===== src/rtl/cfgl_pkg.sv =====
package cfgl_pkg;

  // Phases of one configuration load
  typedef enum logic [2:0] {
    ST_IDLE,   // waiting for a start request
    ST_PROG,   // program pin held
    ST_WRDY,   // waiting for target ready
    ST_LOAD,   // strobes up, accepting a stream byte
    ST_CLO,    // configuration clock low half
    ST_CHI,    // configuration clock high half (decision at its end)
    ST_REL,    // chip-select dropped, write still up
    ST_RPT     // one-cycle result report
  } cfgl_st_e;

  // Purpose of the current clock pulse pair
  typedef enum logic [1:0] {
    PM_BYTE,   // pulse that transfers a byte
    PM_BUSY,   // extra pulse while the target is busy
    PM_DONE    // pulse while waiting for completion
  } cfgl_pm_e;

endpackage


===== src/rtl/cfgl_span.sv =====
// Cycle counter for one phase: cleared on a phase change, saturates at LIMIT-1.
module cfgl_span #(
  parameter int LIMIT = 4
) (
  input  logic clk,
  input  logic rst_n,
  input  logic clr,
  output logic last
);
  localparam int W = (LIMIT < 2) ? 1 : $clog2(LIMIT);
  localparam logic [W-1:0] END_V = W'(LIMIT - 1);

  logic [W-1:0] cnt_q, cnt_d;
  logic         cnt_en;

  always_comb begin
    cnt_en = clr || (cnt_q != END_V);
    cnt_d  = clr ? '0 : cnt_q + 1'b1;
  end

  always_ff @(posedge clk or negedge rst_n) begin
    if (!rst_n)      cnt_q <= '0;
    else if (cnt_en) cnt_q <= cnt_d;
  end

  assign last = (cnt_q == END_V);
endmodule


===== src/rtl/cfgl_wdog.sv =====
// Wait-point timeout counter, saturating at LIMIT.
module cfgl_wdog #(
  parameter int LIMIT = 1000
) (
  input  logic clk,
  input  logic rst_n,
  input  logic clr,
  output logic expired
);
  localparam int W = $clog2(LIMIT + 1);
  localparam logic [W-1:0] LIM_V = W'(LIMIT);

  logic [W-1:0] cnt_q, cnt_d;
  logic         cnt_en;

  always_comb begin
    cnt_en = clr || (cnt_q < LIM_V);
    cnt_d  = clr ? '0 : cnt_q + 1'b1;
  end

  always_ff @(posedge clk or negedge rst_n) begin
    if (!rst_n)      cnt_q <= '0;
    else if (cnt_en) cnt_q <= cnt_d;
  end

  assign expired = (cnt_q >= LIM_V);
endmodule


===== src/rtl/cfgl_fsm.sv =====
// Load sequencer: phase state, remaining count and result flag.
module cfgl_fsm
  import cfgl_pkg::*;
#(
  parameter int LEN_W      = 16,
  parameter int BUSY_CHECK = 1
) (
  input  logic             clk,
  input  logic             rst_n,
  input  logic             start_i,
  input  logic [LEN_W-1:0] len_i,
  input  logic             s_valid_i,
  input  logic             init_i,
  input  logic             busy_i,
  input  logic             done_i,
  input  logic             prog_last,
  input  logic             half_last,
  input  logic             tmo_exp,
  output logic             seg_clr,
  output logic             tmo_clr,
  output logic             take,
  output logic             s_ready_o,
  output logic             prog_o,
  output logic             cs_o,
  output logic             wr_o,
  output logic             cclk_o,
  output logic             fin_o,
  output logic             ok_o,
  output logic             abort_o
);
  cfgl_st_e         st_q, st_d;
  cfgl_pm_e         pm_q, pm_d;
  logic [LEN_W-1:0] rem_q, rem_d;
  logic             fail_q, fail_d;
  logic             busy_hit;
  logic             last_byte;

  if (BUSY_CHECK != 0) begin : g_busy_chk
    assign busy_hit = busy_i;
  end else begin : g_busy_off
    assign busy_hit = 1'b0;
  end

  assign last_byte = (rem_q == '0);

  always_comb begin
    st_d    = st_q;
    pm_d    = pm_q;
    rem_d   = rem_q;
    fail_d  = fail_q;
    tmo_clr = 1'b0;
    take    = 1'b0;
    unique case (st_q)
      ST_IDLE: if (start_i) begin
        st_d   = ST_PROG;
        rem_d  = len_i;
        fail_d = 1'b0;
      end
      ST_PROG: if (prog_last) begin
        st_d    = ST_WRDY;
        tmo_clr = 1'b1;
      end
      ST_WRDY: begin
        if (init_i && !busy_i) begin
          if (last_byte) begin
            st_d    = ST_CHI;
            pm_d    = PM_DONE;
            tmo_clr = 1'b1;
          end else begin
            st_d = ST_LOAD;
          end
        end else if (tmo_exp) begin
          fail_d = 1'b1;
          st_d   = ST_RPT;
        end
      end
      ST_LOAD: if (s_valid_i) begin
        take  = 1'b1;
        rem_d = rem_q - 1'b1;
        st_d  = ST_CLO;
        pm_d  = PM_BYTE;
      end
      ST_CLO: if (half_last) st_d = ST_CHI;
      ST_CHI: if (half_last) begin
        unique case (pm_q)
          PM_BYTE: begin
            if (busy_hit) begin
              st_d    = ST_CLO;
              pm_d    = PM_BUSY;
              tmo_clr = 1'b1;
            end else begin
              st_d = last_byte ? ST_REL : ST_LOAD;
            end
          end
          PM_BUSY: begin
            if (!busy_hit) st_d = last_byte ? ST_REL : ST_LOAD;
            else if (tmo_exp) begin
              fail_d = 1'b1;
              st_d   = ST_REL;
            end else st_d = ST_CLO;
          end
          default: begin
            if (done_i) st_d = ST_RPT;
            else if (tmo_exp) begin
              fail_d = 1'b1;
              st_d   = ST_RPT;
            end else st_d = ST_CLO;
          end
        endcase
      end
      ST_REL: if (half_last) begin
        if (fail_q) st_d = ST_RPT;
        else begin
          st_d    = ST_CHI;
          pm_d    = PM_DONE;
          tmo_clr = 1'b1;
        end
      end
      default: st_d = ST_IDLE;
    endcase
    seg_clr = (st_d != st_q);
  end

  always_ff @(posedge clk or negedge rst_n) begin
    if (!rst_n) begin
      st_q   <= ST_IDLE;
      pm_q   <= PM_BYTE;
      rem_q  <= '0;
      fail_q <= 1'b0;
    end else begin
      st_q   <= st_d;
      pm_q   <= pm_d;
      rem_q  <= rem_d;
      fail_q <= fail_d;
    end
  end

  // Pin decode from registered state only
  always_comb begin
    prog_o    = (st_q == ST_PROG);
    cs_o      = (st_q == ST_LOAD) ||
                (((st_q == ST_CLO) || (st_q == ST_CHI)) && (pm_q != PM_DONE));
    wr_o      = cs_o || (st_q == ST_REL);
    cclk_o    = (st_q != ST_CLO);
    s_ready_o = (st_q == ST_LOAD);
    fin_o     = (st_q == ST_RPT);
    ok_o      = fin_o && !fail_q;
    abort_o   = fin_o && fail_q;
  end
endmodule


===== src/rtl/cfg_loader.sv =====
module cfg_loader #(
  parameter int HALF_DIV   = 4,
  parameter int PROG_CYC   = 64,
  parameter int TMO_CYC    = 1000000,
  parameter int LEN_W      = 24,
  parameter int BUSY_CHECK = 1
) (
  input  logic             clk,
  input  logic             rst_n,
  input  logic             start_i,
  input  logic [LEN_W-1:0] len_i,
  input  logic             s_valid_i,
  input  logic [7:0]       s_data_i,
  output logic             s_ready_o,
  output logic             prog_o,
  output logic             cs_o,
  output logic             wr_o,
  output logic             cclk_o,
  output logic [7:0]       data_o,
  input  logic             init_i,
  input  logic             busy_i,
  input  logic             done_i,
  output logic             fin_o,
  output logic             ok_o,
  output logic             abort_o
);
  logic [1:0] rsync_q;
  logic       rst_q_n;
  logic       seg_clr, tmo_clr, take;
  logic       prog_last, half_last, tmo_exp;
  logic [7:0] data_q;

  // Asynchronous assert, synchronous release
  always_ff @(posedge clk or negedge rst_n) begin
    if (!rst_n) rsync_q <= 2'b00;
    else        rsync_q <= {rsync_q[0], 1'b1};
  end
  assign rst_q_n = rsync_q[1];

  cfgl_span #(.LIMIT(PROG_CYC)) u_prog_span (
    .clk(clk), .rst_n(rst_q_n), .clr(seg_clr), .last(prog_last)
  );

  cfgl_span #(.LIMIT(HALF_DIV)) u_half_span (
    .clk(clk), .rst_n(rst_q_n), .clr(seg_clr), .last(half_last)
  );

  cfgl_wdog #(.LIMIT(TMO_CYC)) u_wdog (
    .clk(clk), .rst_n(rst_q_n), .clr(tmo_clr), .expired(tmo_exp)
  );

  cfgl_fsm #(.LEN_W(LEN_W), .BUSY_CHECK(BUSY_CHECK)) u_fsm (
    .clk(clk), .rst_n(rst_q_n), .start_i(start_i), .len_i(len_i),
    .s_valid_i(s_valid_i), .init_i(init_i), .busy_i(busy_i),
    .done_i(done_i), .prog_last(prog_last), .half_last(half_last),
    .tmo_exp(tmo_exp), .seg_clr(seg_clr), .tmo_clr(tmo_clr), .take(take),
    .s_ready_o(s_ready_o), .prog_o(prog_o), .cs_o(cs_o), .wr_o(wr_o),
    .cclk_o(cclk_o), .fin_o(fin_o), .ok_o(ok_o), .abort_o(abort_o)
  );

  // Data pins: load on handshake only
  always_ff @(posedge clk or negedge rst_q_n) begin
    if (!rst_q_n)  data_q <= '0;
    else if (take) data_q <= s_data_i;
  end
  assign data_o = data_q;
endmodule


===== config.mk =====
export PLATFORM = sky130hd
export DESIGN_NAME = cfg_loader
export DESIGN_NICKNAME = d
export VERILOG_FILES = /design/src/rtl/cfgl_pkg.sv /design/src/rtl/cfgl_span.sv /design/src/rtl/cfgl_wdog.sv /design/src/rtl/cfgl_fsm.sv /design/src/rtl/cfg_loader.sv
export SDC_FILE = /design/constraint.sdc
export NUM_CORES = 1
export LEC_CHECK = 0
export ABC_AREA = 0
export BUFFER_PORTS_ARGS = -buffer_cell sky130_fd_sc_hd__buf_2
export CAP_MARGIN = 20
export CORE_ASPECT_RATIO = 1.5
export CORE_MARGIN = 8
export CORE_UTILIZATION = 50
export DETAILED_ROUTE_END_ITERATION = 10
export GPL_ROUTABILITY_DRIVEN = 0
export PLACE_DENSITY_LB_ADDON = 0.05
export SLEW_MARGIN = 20
export SYNTH_ARGS = -nofsm -noshare
export SYNTH_HDL_FRONTEND = slang
export SYNTH_SLANG_ARGS = --single-unit

===== constraint.sdc =====
create_clock -name clk -period 5.5 [get_ports clk]
set_input_delay 0.275 -clock clk [delete_from_list [all_inputs] [get_ports clk]]
set_output_delay 0.275 -clock clk [all_outputs]
set_load 0.02 [all_outputs]

# Word level (Yosys, flattened, before mapping)
# Index checks and enable logic that the tools add are counted.
[op_classes] addsub=4 n_mul=0 div_mod_pow=0 n_lt_le_gt_ge=2 n_eq_ne=28 shifts=0 muxes=52 n_bitwise=0 reduce_logical=21
[ops] op="$mux W24" n=2
[ops] op="$pmux W24 S2" n=1
[ops] op="$mux W3" n=13
[ops] op="$logic_not A24 Y1" n=1
[ops] op="$mux W2" n=12
[ops] op="$sub A24 B1 Y24 const B" n=1
[ops] op="$ne A2 B2 Y1 const B" n=11
[ops] op="$pmux W3 S7" n=1
[ops] op="$add A20 B1 Y20 const B" n=1
[ops] op="$ge A20 B20 Y1 const B" n=1
[ops] op="$lt A20 B20 Y1 const B" n=1
[ops] op="$mux W20" n=1
[ops] op="$mux W1" n=16
[ops] op="$eq A3 B3 Y1 const B" n=4
[ops] op="$ne A3 B3 Y1 const B" n=3
[ops] op="$reduce_and A9 Y1" n=1
[ops] op="$pmux W2 S4" n=1
[ops] op="$reduce_and A7 Y1" n=1
[ops] op="$add A6 B1 Y6 const B" n=1
[ops] op="$eq A3 B2 Y1 const B" n=2
[ops] op="$eq A6 B6 Y1 const B" n=1
[ops] op="$logic_or A1 B1 Y1" n=6
[ops] op="$mux W6" n=1
[ops] op="$ne A6 B6 Y1 const B" n=1
[ops] op="18 further kinds" n=23
[totals] regBits=68 latch_bits=0 ramBits=0 rom_bits=0 in_bits=39 word_cells=116 memories=0

# Longest topological paths before layout
# Gate-level depths: netlist of run 1.
[depth] ltp_word=8 mapped_depth=9 mapped_depth_nobuf=7

# Cells and area by module
# A second synthesis of run 1 with hierarchy kept.
[hier_totals] cells_unflattened=479 area_unflattened_um2=4301.6
[by_module_without_submodules] module="cfgl_fsm" n_inst=1 cells_each=301 area_each_um2=2391.0
[by_module_without_submodules] module="cfgl_wdog" n_inst=1 cells_each=122 area_each_um2=1116.1
[by_module_without_submodules] module="cfg_loader" n_inst=1 cells_each=20 area_each_um2=385.4
[by_module_without_submodules] module="cfgl_span (u_prog_span)" n_inst=1 cells_each=29 area_each_um2=320.3
[by_module_without_submodules] module="cfgl_span (u_half_span)" n_inst=1 cells_each=7 area_each_um2=88.8

# Least setup slack after synthesis of run 1
# Ideal clock, no wire load.
[synth_timing] kind="register to register" start="reg u_fsm.rem_q[13]" end="reg u_fsm.rem_q[22]" setup_ns=0.079 arrival_ns=2.174 t_required_ns=5.421 setup_slack_ns=3.246 stages_incl_launch_ff=7 period_less_slack_ns=2.254 path_cell_list="dfrtp_1 or4_4 or3_1 buf_2 or4_4 a21oi_2 a2bb2oi_1"
[synth_between] elab_chain_len=3
[synth_rtl] element="start, declared" line_no="cfgl_fsm.sv:33" text="logic [LEN_W-1:0] rem_q, rem_d;"
[synth_rtl] element="start signal, assigned" line_no="cfgl_fsm.sv:133" text="rem_q <= rem_d;"
[synth_rtl] element="$sub A24 B1 Y24" line_no="cfgl_fsm.sv:79" text="rem_d = rem_q - 1'b1;"
[synth_rtl] element="$mux W24" line_no="cfgl_fsm.sv:77" text="ST_LOAD: if (s_valid_i) begin"
[synth_rtl] element="$pmux W24 S2" line_no="cfgl_fsm.sv:53" text="unique case (st_q)"
# No other way between the ends. The select of a mux whose other input is x is not followed.
# A chain may end at the register's enable or synchronous reset.

# Final worst setup path of run 1
[layout_timing] start="reg u_fsm.st_q[2]" end="reg u_fsm.rem_q[4]"
[layout_between] elab_chain_len=3 word_cells_on_any_way=7
[layout_rtl] element="start, declared" line_no="cfgl_fsm.sv:31" text="cfgl_st_e st_q, st_d;"
[layout_rtl] element="start signal, assigned" line_no="cfgl_fsm.sv:131" text="st_q <= st_d;"
[layout_rtl] element="$eq A3 B2 Y1 / $logic_not A3 Y1 (equally long branches)" line_no="cfgl_fsm.sv:53"
[layout_rtl] element="$ne A2 B2 Y1 (no source line) / $reduce_bool A2 Y1 (equally long branches)"
[layout_rtl] element="$reduce_and A3 Y1 (no source line)"
# Several ways; a longest one is shown, not always the timed one.

==> tab_implementation.tex, run 1 <==
\begin{tabular}{lr}
\hline
Metric & Value \\
\hline
\multicolumn{2}{l}{\textbf{Die}} \\
\quad Core Rows & 40 \\
\quad Die Y-Extent & 125 µm \\
\quad Starting density of the core & 0.506 \\
\quad Width of the chip & 88.8 µm \\
\quad Total Die Area & 11100 µm² \\
\quad Top-level port count & 55 \\
\quad Core region area & 7860 µm² \\
\multicolumn{2}{l}{\textbf{CTS}} \\
\quad Maximum clock insertion buffer count & 2 \\
\quad Clock latency on the worst-skew pair & 330 ps \\
\quad Post-CTS Hold Buffers & 1 \\
\quad CTS root buf & clkbuf\_16 \\
\quad Post-CTS clock slew at the launch and capture registers of the worst setup and hold paths & 50 ps \\
\quad Setup Fix Bufs, Post-CTS & 0 \\
\quad Total number of H-tree levels & 3 \\
\quad Number of clock buffers inserted by TritonCTS & 9 \\
\quad Post-cts resize count & 0 \\
\quad Sink count of the clock tree & 68 \\
\quad Clock tree from TritonCTS & built \\
\multicolumn{2}{l}{\textbf{Run}} \\
\quad Max-cap check violation count & 0 \\
\multicolumn{2}{l}{\textbf{Logic synthesis}} \\
\quad Number of enable-type register cells in the synthesized netlist & 0 \\
\quad Top FF cell, synth & dfrtp\_1 \\
\quad Count of unique library cells instantiated by Yosys & 60 \\
\quad Yosys synthesis warning count & 0 \\
\quad Synth Register Bits & 68 \\
\quad Nets in the synthesized netlist & 486 \\
\quad Post-Syn Instances & 441 \\
\quad Netlist Area Pre-Place & 3970 µm² \\
\quad Async set-or-reset flop fraction in the synthesized netlist & 1.00 \\
\quad Syn avg cell area & 9.01 µm² \\
\quad Post-synthesis sequential area ratio & 0.428 \\
\multicolumn{2}{l}{\textbf{STA}} \\
\quad Setup Skew & 7.89 ps \\
\quad Fmax & 0.295 GHz \\
\quad Minimum period implied by the final worst setup slack & 3390 ps \\
\quad Number of setup violations in the final report & 0 \\
\quad Tightest slew margin relative to the limit & 0.355 \\
\quad Final Slew Violations & 0 \\
\quad Final hold vios & 0 \\
\quad Fin worst setup slack & 2110 ps \\
\quad Crit share post-route & 0.616 \\
\quad Setup repair after global routing missed its margin & false \\
\quad Setup TNS after final layout & 0 ps \\
\quad Slew of the pin with the lowest slew margin & 967 ps \\
\multicolumn{2}{l}{\textbf{Power}} \\
\quad Switching power summed over all nets & 0.000470 W \\
\quad Switching power share of the total & 0.291 \\
\quad Internal portion of total power & 0.00114 W \\
\quad Clk pwr share & 0.384 \\
\quad PwrDens & 346 nW/µm² \\
\quad Leakage power & 2.00 nW \\
\quad Sequential Power Share & 0.448 \\
\quad Portion of total power attributed to combinational logic & 0.168 \\
\quad IR drop worst, VDD & 0.254 mV \\
\multicolumn{2}{l}{\textbf{Critical path}} \\
\quad Critical Path RT & 5740 ps \\
\quad Longest individual stage delay on the worst path & 840 ps \\
\quad Worst Setup Path Type & reg2reg \\
\quad Slowest stage cell, crit path & o21a\_1 \\
\quad Data arrival, critical path & 3620 ps \\
\quad Sort of element at the start of the critical path & flop \\
\quad Series of cell instances along the critical path & inv\_1 -> nand3\_1 -> buf\_4 -> clkinv\_1 -> buf\_4 -> nand2\_1 -> o21a\_1 -> o21ai\_0 -> o21ai\_0 \\
\quad Max Fanout on Critical Path & 43 \\
\quad Endpoint class of the critical path & flop \\
\multicolumn{2}{l}{\textbf{Layout}} \\
\quad Fillcell total & 704 \\
\quad Net count of the finished layout & 535 \\
\quad Highest-count cells in the layout ignoring fill and taps & 67 x dfrtp\_1, 54 x buf\_2, 49 x nor2\_1 \\
\quad Commonest non-fill, non-tap cell in the layout & dfrtp\_1 \\
\quad Ant diodes & 0 \\
\quad Relative area change from synthesis to final layout & 17.3\% \\
\quad Share of post-route cells with drive strength above 1 & 0.196 \\
\multicolumn{2}{l}{\textbf{GRT}} \\
\quad Number of antenna violations at the first check in global routing & 0 \\
\quad Pin count of the biggest net entering global routing & 44 \\
\quad Overflow left after global routing & 0 \\
\quad Gr busiest metal & met2 \\
\quad Via count of the first global-routing pass & 3543 \\
\quad Wire length of the first global-routing pass & 16900 µm \\
\quad Overall global routing resource usage & 0.191 \\
\quad Global Route met1 Usage & 0.225 \\
\quad Met2 routing resource usage after global routing & 0.317 \\
\quad Global-route met3 utilization & 0.0505 \\
\multicolumn{2}{l}{\textbf{Place}} \\
\quad Detailed placement HPWL & 6950 µm \\
\quad Placement-stage worst setup slack & 2130 ps \\
\quad Buffers on Ports & 54 \\
\multicolumn{2}{l}{\textbf{Drt}} \\
\quad Drt via density & 5.95 \\
\quad Aggregate routed wire length & 9980 µm \\
\quad Number of antenna-violating nets in the routed design & 0 \\
\quad TritonRoute pass-1 iters & 6 \\
\quad Via count & 3570 \\
\quad \# DRC & 0 \\
\quad Average wire per standard cell & 16.6 µm \\
\quad Number of DRC violations after detailed-routing iteration 0 & 222 \\
\multicolumn{2}{l}{\textbf{Outcome}} \\
\quad Outcome & complete, no violations \\
\multicolumn{2}{l}{\textbf{Worst hold path}} \\
\quad Hold WC Path Type & in2reg \\
\hline
\end{tabular}
[metrics by stage]
| stage | cell area [µm²] | hold slack (ps) | instances | utilization | power [W] |
|---|---|---|---|---|---|
| after global placement | 4330 | 62.7 | 583 | 0.552 | 0.000987 |
| after global routing | 4660 | 168 | 600 | 0.593 | 0.00171 |
| after floorplan | 3970 | -20.6 | 441 | - | 0.000908 |
| after detailed placement | 4330 | 63.0 | 583 | 0.552 | 0.00100 |
| after CTS | 4660 | 167 | 600 | 0.593 | 0.00163 |
| final | 4660 | 182 | 600 | 0.593 | 0.00161 |
[registers in the layout (all words and copies together), names as in the netlist]
register and count:
rsync_q 2, u_half_span.cnt_q 2, u_wdog.cnt_q 20, u_prog_span.cnt_q 6, data_o 8, u_fsm.pm_q 2
u_fsm.rem_q 24, u_fsm.fail_q 1, u_fsm.st_q 3
[power by group through the flow]
stage               sequential [W]  combinational, W  clock [W]
floorplan                 0.000699          0.000209          0
detailed placement        0.000728          0.000272          0
finish                    0.000723          0.000271   0.000620
global route              0.000741          0.000312   0.000658
CTS                       0.000721          0.000275   0.000632
global placement          0.000724          0.000263          0
[path summary, 6_finish.rpt]
check	from	to	slack [ps]	cells after the start
max reg2reg	u_fsm.st_q[2]	u_fsm.rem_q[4]	2110	9
min in group asynchronous	rsync_q[1]	u_wdog.cnt_q[2]	250	0
max in group asynchronous	rsync_q[1]	u_prog_span.cnt_q[5]	4300	1
max	u_fsm.st_q[2]	u_fsm.rem_q[4]	2110	9
min	s_data_i[6]	data_o[6]	180	2
min reg2reg	rsync_q[1]	u_wdog.cnt_q[2]	250	0
[final cells by class]
type                            count  area, µm²  share of cell area
Clock buffer                       12        246              0.0529
Clock inverter                      4       72.6              0.0156
Inverter                            8       30.0             0.00644
Multi-Input combinational cell    343       2160               0.464
Sequential cell                    68       1700               0.365
Tap cell                          105        131              0.0282
Timing Repair Buffer               60        318              0.0682
[kinds of logic after synthesis]
group           share of synthesized area
simple gates                        0.239
compound gates                      0.201
other cells                      0.000944
flops                               0.428
xor+xnor                           0.0441
fa+ha+maj                          0.0189
buf+inv                            0.0293
mux                                0.0381
[layer usage]
layer	routed length, µm	share of wire	vias up
met5	0	0	-
met4	214	0.021	0
met3	464	0.046	16
met2	5110	0.51	83
met1	4190	0.42	1719
li1	-	-	1752
[synthesized netlist by cell type, drive strengths merged (5+ instances only)]
cell | n | share of area
ha | 6 | 0.019
mux2i | 5 | 0.013
nor2 | 49 | 0.046
o22a | 5 | 0.011
nand2b | 5 | 0.0079
dfrtp | 68 | 0.43
xnor2 | 17 | 0.037
or4 | 7 | 0.016
a32oi | 5 | 0.011
mux2 | 9 | 0.026
o21ai | 29 | 0.037
nor3 | 18 | 0.024
o22ai | 5 | 0.0079
nand3 | 14 | 0.019
and3 | 6 | 0.0094
inv | 7 | 0.0066
nor4 | 17 | 0.027
clkbuf | 19 | 0.018
o21a | 7 | 0.013
nand2 | 31 | 0.029
a21oi | 31 | 0.040
nor4b | 5 | 0.011
a2bb2oi | 6 | 0.013
[worst max-delay path, delay by kind of cell, from the launching register on]
family                 cells  cell delay [ps]
AOI/OAI and AO/OA          3             1170
buffers and inverters      4              910
DFF                        1              630
and+or+nand+nor            2              560
Power figures use the tool's default switching activity.
==> run 2, diff against run 1 <==
- clock period: 5.5 -> 3.5 ns (I/O delays scaled with it)
==> tab_implementation.tex, run 2 (synthesized netlist as in run 1, its figures left out) <==
\begin{tabular}{lr}
\hline
Metric & Value \\
\hline
\multicolumn{2}{l}{\textbf{Outcome}} \\
\quad Outcome & complete, no violations (unchanged) \\
\multicolumn{2}{l}{\textbf{Layout}} \\
\quad Register ranked first by flip-flop count & u\_fsm.rem\_q (unchanged) \\
\quad Fillcell total & 729 (was 704) \\
\quad Ant diodes & 0 (unchanged) \\
\quad Commonest non-fill, non-tap cell in the layout & dfrtp\_1 (unchanged) \\
\quad Relative area change from synthesis to final layout & 16.9\% (was 17.3\%) \\
\quad Net count of the finished layout & 540 (was 535) \\
\quad Highest-count cells in the layout ignoring fill and taps & 67 x dfrtp\_1, 54 x buf\_2, 49 x nor2\_1 (unchanged) \\
\quad Flip-flop count of the largest register after layout & 24 (unchanged) \\
\quad Non-filler cells, final & 605 (was 600) \\
\quad Share of post-route cells with drive strength above 1 & 0.200 (was 0.196) \\
\multicolumn{2}{l}{\textbf{Drt}} \\
\quad Aggregate routed wire length & 9890 µm (was 9980 µm) \\
\quad TritonRoute pass-1 iters & 4 (was 6) \\
\quad \# DRC & 0 (unchanged) \\
\quad Number of antenna-violating nets in the routed design & 0 (unchanged) \\
\quad Average wire per standard cell & 16.4 µm (was 16.6 µm) \\
\quad Drt via density & 5.92 (was 5.95) \\
\quad Via count & 3581 (was 3570) \\
\quad Number of DRC violations after detailed-routing iteration 0 & 192 (was 222) \\
\multicolumn{2}{l}{\textbf{STA}} \\
\quad Setup Skew & 5.37 ps (was 7.89 ps) \\
\quad Final hold vios & 0 (unchanged) \\
\quad Crit share post-route & 0.744 (was 0.616) \\
\quad Slew of the pin with the lowest slew margin & 955 ps (was 967 ps) \\
\quad Minimum period implied by the final worst setup slack & 2610 ps (was 3390 ps) \\
\quad Tightest slew margin relative to the limit & 0.363 (was 0.355) \\
\quad Setup repair after global routing missed its margin & false (unchanged) \\
\quad Number of setup violations in the final report & 0 (unchanged) \\
\quad Fmax & 0.384 GHz (was 0.295 GHz) \\
\quad Setup TNS after final layout & 0 ps (unchanged) \\
\quad Final Slew Violations & 0 (unchanged) \\
\quad Final hold slack & 79.1 ps (was 182 ps) \\
\multicolumn{2}{l}{\textbf{GRT}} \\
\quad Via count of the first global-routing pass & 3563 (was 3543) \\
\quad Wire length of the first global-routing pass & 16700 µm (was 16900 µm) \\
\quad Number of antenna violations at the first check in global routing & 0 (unchanged) \\
\quad Pin count of the biggest net entering global routing & 43 (was 44) \\
\quad Global Route met1 Usage & 0.221 (was 0.225) \\
\quad Gr busiest metal & met2 (unchanged) \\
\quad Overflow left after global routing & 0 (unchanged) \\
\quad Overall global routing resource usage & 0.187 (was 0.191) \\
\quad Met2 routing resource usage after global routing & 0.315 (was 0.317) \\
\quad Global-route met3 utilization & 0.0466 (was 0.0505) \\
\multicolumn{2}{l}{\textbf{Die}} \\
\quad Die Y-Extent & 125 µm (unchanged) \\
\quad Starting density of the core & 0.506 (unchanged) \\
\quad Core Rows & 40 (unchanged) \\
\quad Top-level port count & 55 (unchanged) \\
\quad Total Die Area & 11100 µm² (unchanged) \\
\quad Width of the chip & 88.8 µm (unchanged) \\
\quad Core region area & 7860 µm² (unchanged) \\
\multicolumn{2}{l}{\textbf{Worst hold path}} \\
\quad Hold Path Depth & 2 (unchanged) \\
\quad Hold WC Path Type & in2reg (unchanged) \\
\multicolumn{2}{l}{\textbf{Power}} \\
\quad IR drop worst, VDD & 0.339 mV (was 0.254 mV) \\
\quad Leakage power & 2.00 nW (about the same) \\
\quad Final total power & 0.00238 W (was 0.00161 W) \\
\quad PwrDens & 511 nW/µm² (was 346 nW/µm²) \\
\multicolumn{2}{l}{\textbf{Critical path}} \\
\quad Data arrival, critical path & 2800 ps (was 3620 ps) \\
\quad Max Fanout on Critical Path & 29 (was 43) \\
\quad Launch instance of the worst register-to-register path & u\_fsm.st\_q[2] (unchanged) \\
\quad Worst setup startpoint & u\_fsm.st\_q[2] (unchanged) \\
\quad Terminus of the critical flop-to-flop path & u\_fsm.rem\_q[10] (was u\_fsm.rem\_q[4]) \\
\quad Sort of element at the start of the critical path & flop (unchanged) \\
\quad Reg2Reg Depth & 8 (was 9) \\
\quad Endpoint class of the critical path & flop (unchanged) \\
\quad Critical Path RT & 3700 ps (was 5740 ps) \\
\quad CP Capture Point & u\_fsm.rem\_q[10] (was u\_fsm.rem\_q[4]) \\
\quad Worst Setup Path Type & reg2reg (unchanged) \\
\quad Reg2Reg Setup Slack & 890 ps (was 2110 ps) \\
\multicolumn{2}{l}{\textbf{CTS}} \\
\quad Clock latency on the worst-skew pair & 330 ps (about the same) \\
\quad Post-CTS clock slew at the launch and capture registers of the worst setup and hold paths & 50 ps (about the same) \\
\quad Number of clock buffers inserted by TritonCTS & 9 (unchanged) \\
\quad CTS root buf & clkbuf\_16 (unchanged) \\
\quad Total number of H-tree levels & 3 (unchanged) \\
\quad Sink count of the clock tree & 68 (unchanged) \\
\quad Maximum clock insertion buffer count & 2 (unchanged) \\
\quad Clock tree from TritonCTS & built (unchanged) \\
\multicolumn{2}{l}{\textbf{Place}} \\
\quad Detailed placement HPWL & 7030 µm (was 6950 µm) \\
\quad Post-Place Cells & 588 (was 583) \\
\quad Buffers on Ports & 54 (unchanged) \\
\multicolumn{2}{l}{\textbf{Run}} \\
\quad Max-cap check violation count & 0 (unchanged) \\
\hline
\end{tabular}
## run 2: cell types whose count changed in the layout (fill, tap and decap cells not counted)
cell        delta
buf_4          +5
clkinv_2       +1
clkbuf_1       +2
clkinvlp_4     -1
bufinv_16      -2
## run 2: how the worst min path moves through the flow
stage	start	endpoint	slack (ps)
detailed placement	rst_n	rsync_q[0]	-40
global placement	rst_n	rsync_q[0]	-40
floorplan	rst_n	rsync_q[0]	-120
CTS	s_data_i[0]	data_o[0]	70
global route	s_data_i[7]	data_o[7]	70
finish	s_data_i[0]	data_o[0]	80
## run 2: layout make-up
| class | count | area [µm²] | share of cell area |
|---|---|---|---|
| multi-input combinational | 343 | 2160 | 0.465 |
| sequential | 68 | 1700 | 0.367 |
| timing repair buffer | 65 | 355 | 0.0765 |
| clock buffer | 14 | 254 | 0.0547 |
| tap | 105 | 131 | 0.0283 |
| inverter | 8 | 30.0 | 0.00646 |
| clock inverter | 2 | 10.0 | 0.00215 |
## run 2: repair_timing
action	4_1_cts	5_1_grt
hold endpoints to repair	2	0
buffers inserted	0	0
hold buffers	1	0
resized for setup	0	0
## run 2: critical path, cell delays in order (launching register included)
cell,delay [ps]
dfrtp_1,630
inv_1,220
nand3_1,150
clkinv_1,90
nand2_1,70
buf_4,200
o21a_1,790
buf_4,230
o21ai_0,80
## run 2: per-stage QoR
stage	cell area [µm²]	utilization	setup WS, ps
floorplan	3970	-	1250
global placement	4370	0.556	983
detailed placement	4370	0.556	898
CTS	4650	0.591	887
global route	4650	0.591	641
finish	4650	0.591	895
## run 2: layer usage
layer / part of all wire / up-vias
li1: - / 1749
met1: 0.43 / 1755
met2: 0.51 / 64
met3: 0.042 / 13
met4: 0.016 / 0
met5: 0 / -
## run 2: power by group
group	total, W	internal [W]	switching [W]
registers	0.00114	0.000951	0.000190
logic	0.000423	0.000206	0.000216
clock network	0.000812	0.000497	0.000315
total	0.00238	0.00165	0.000721
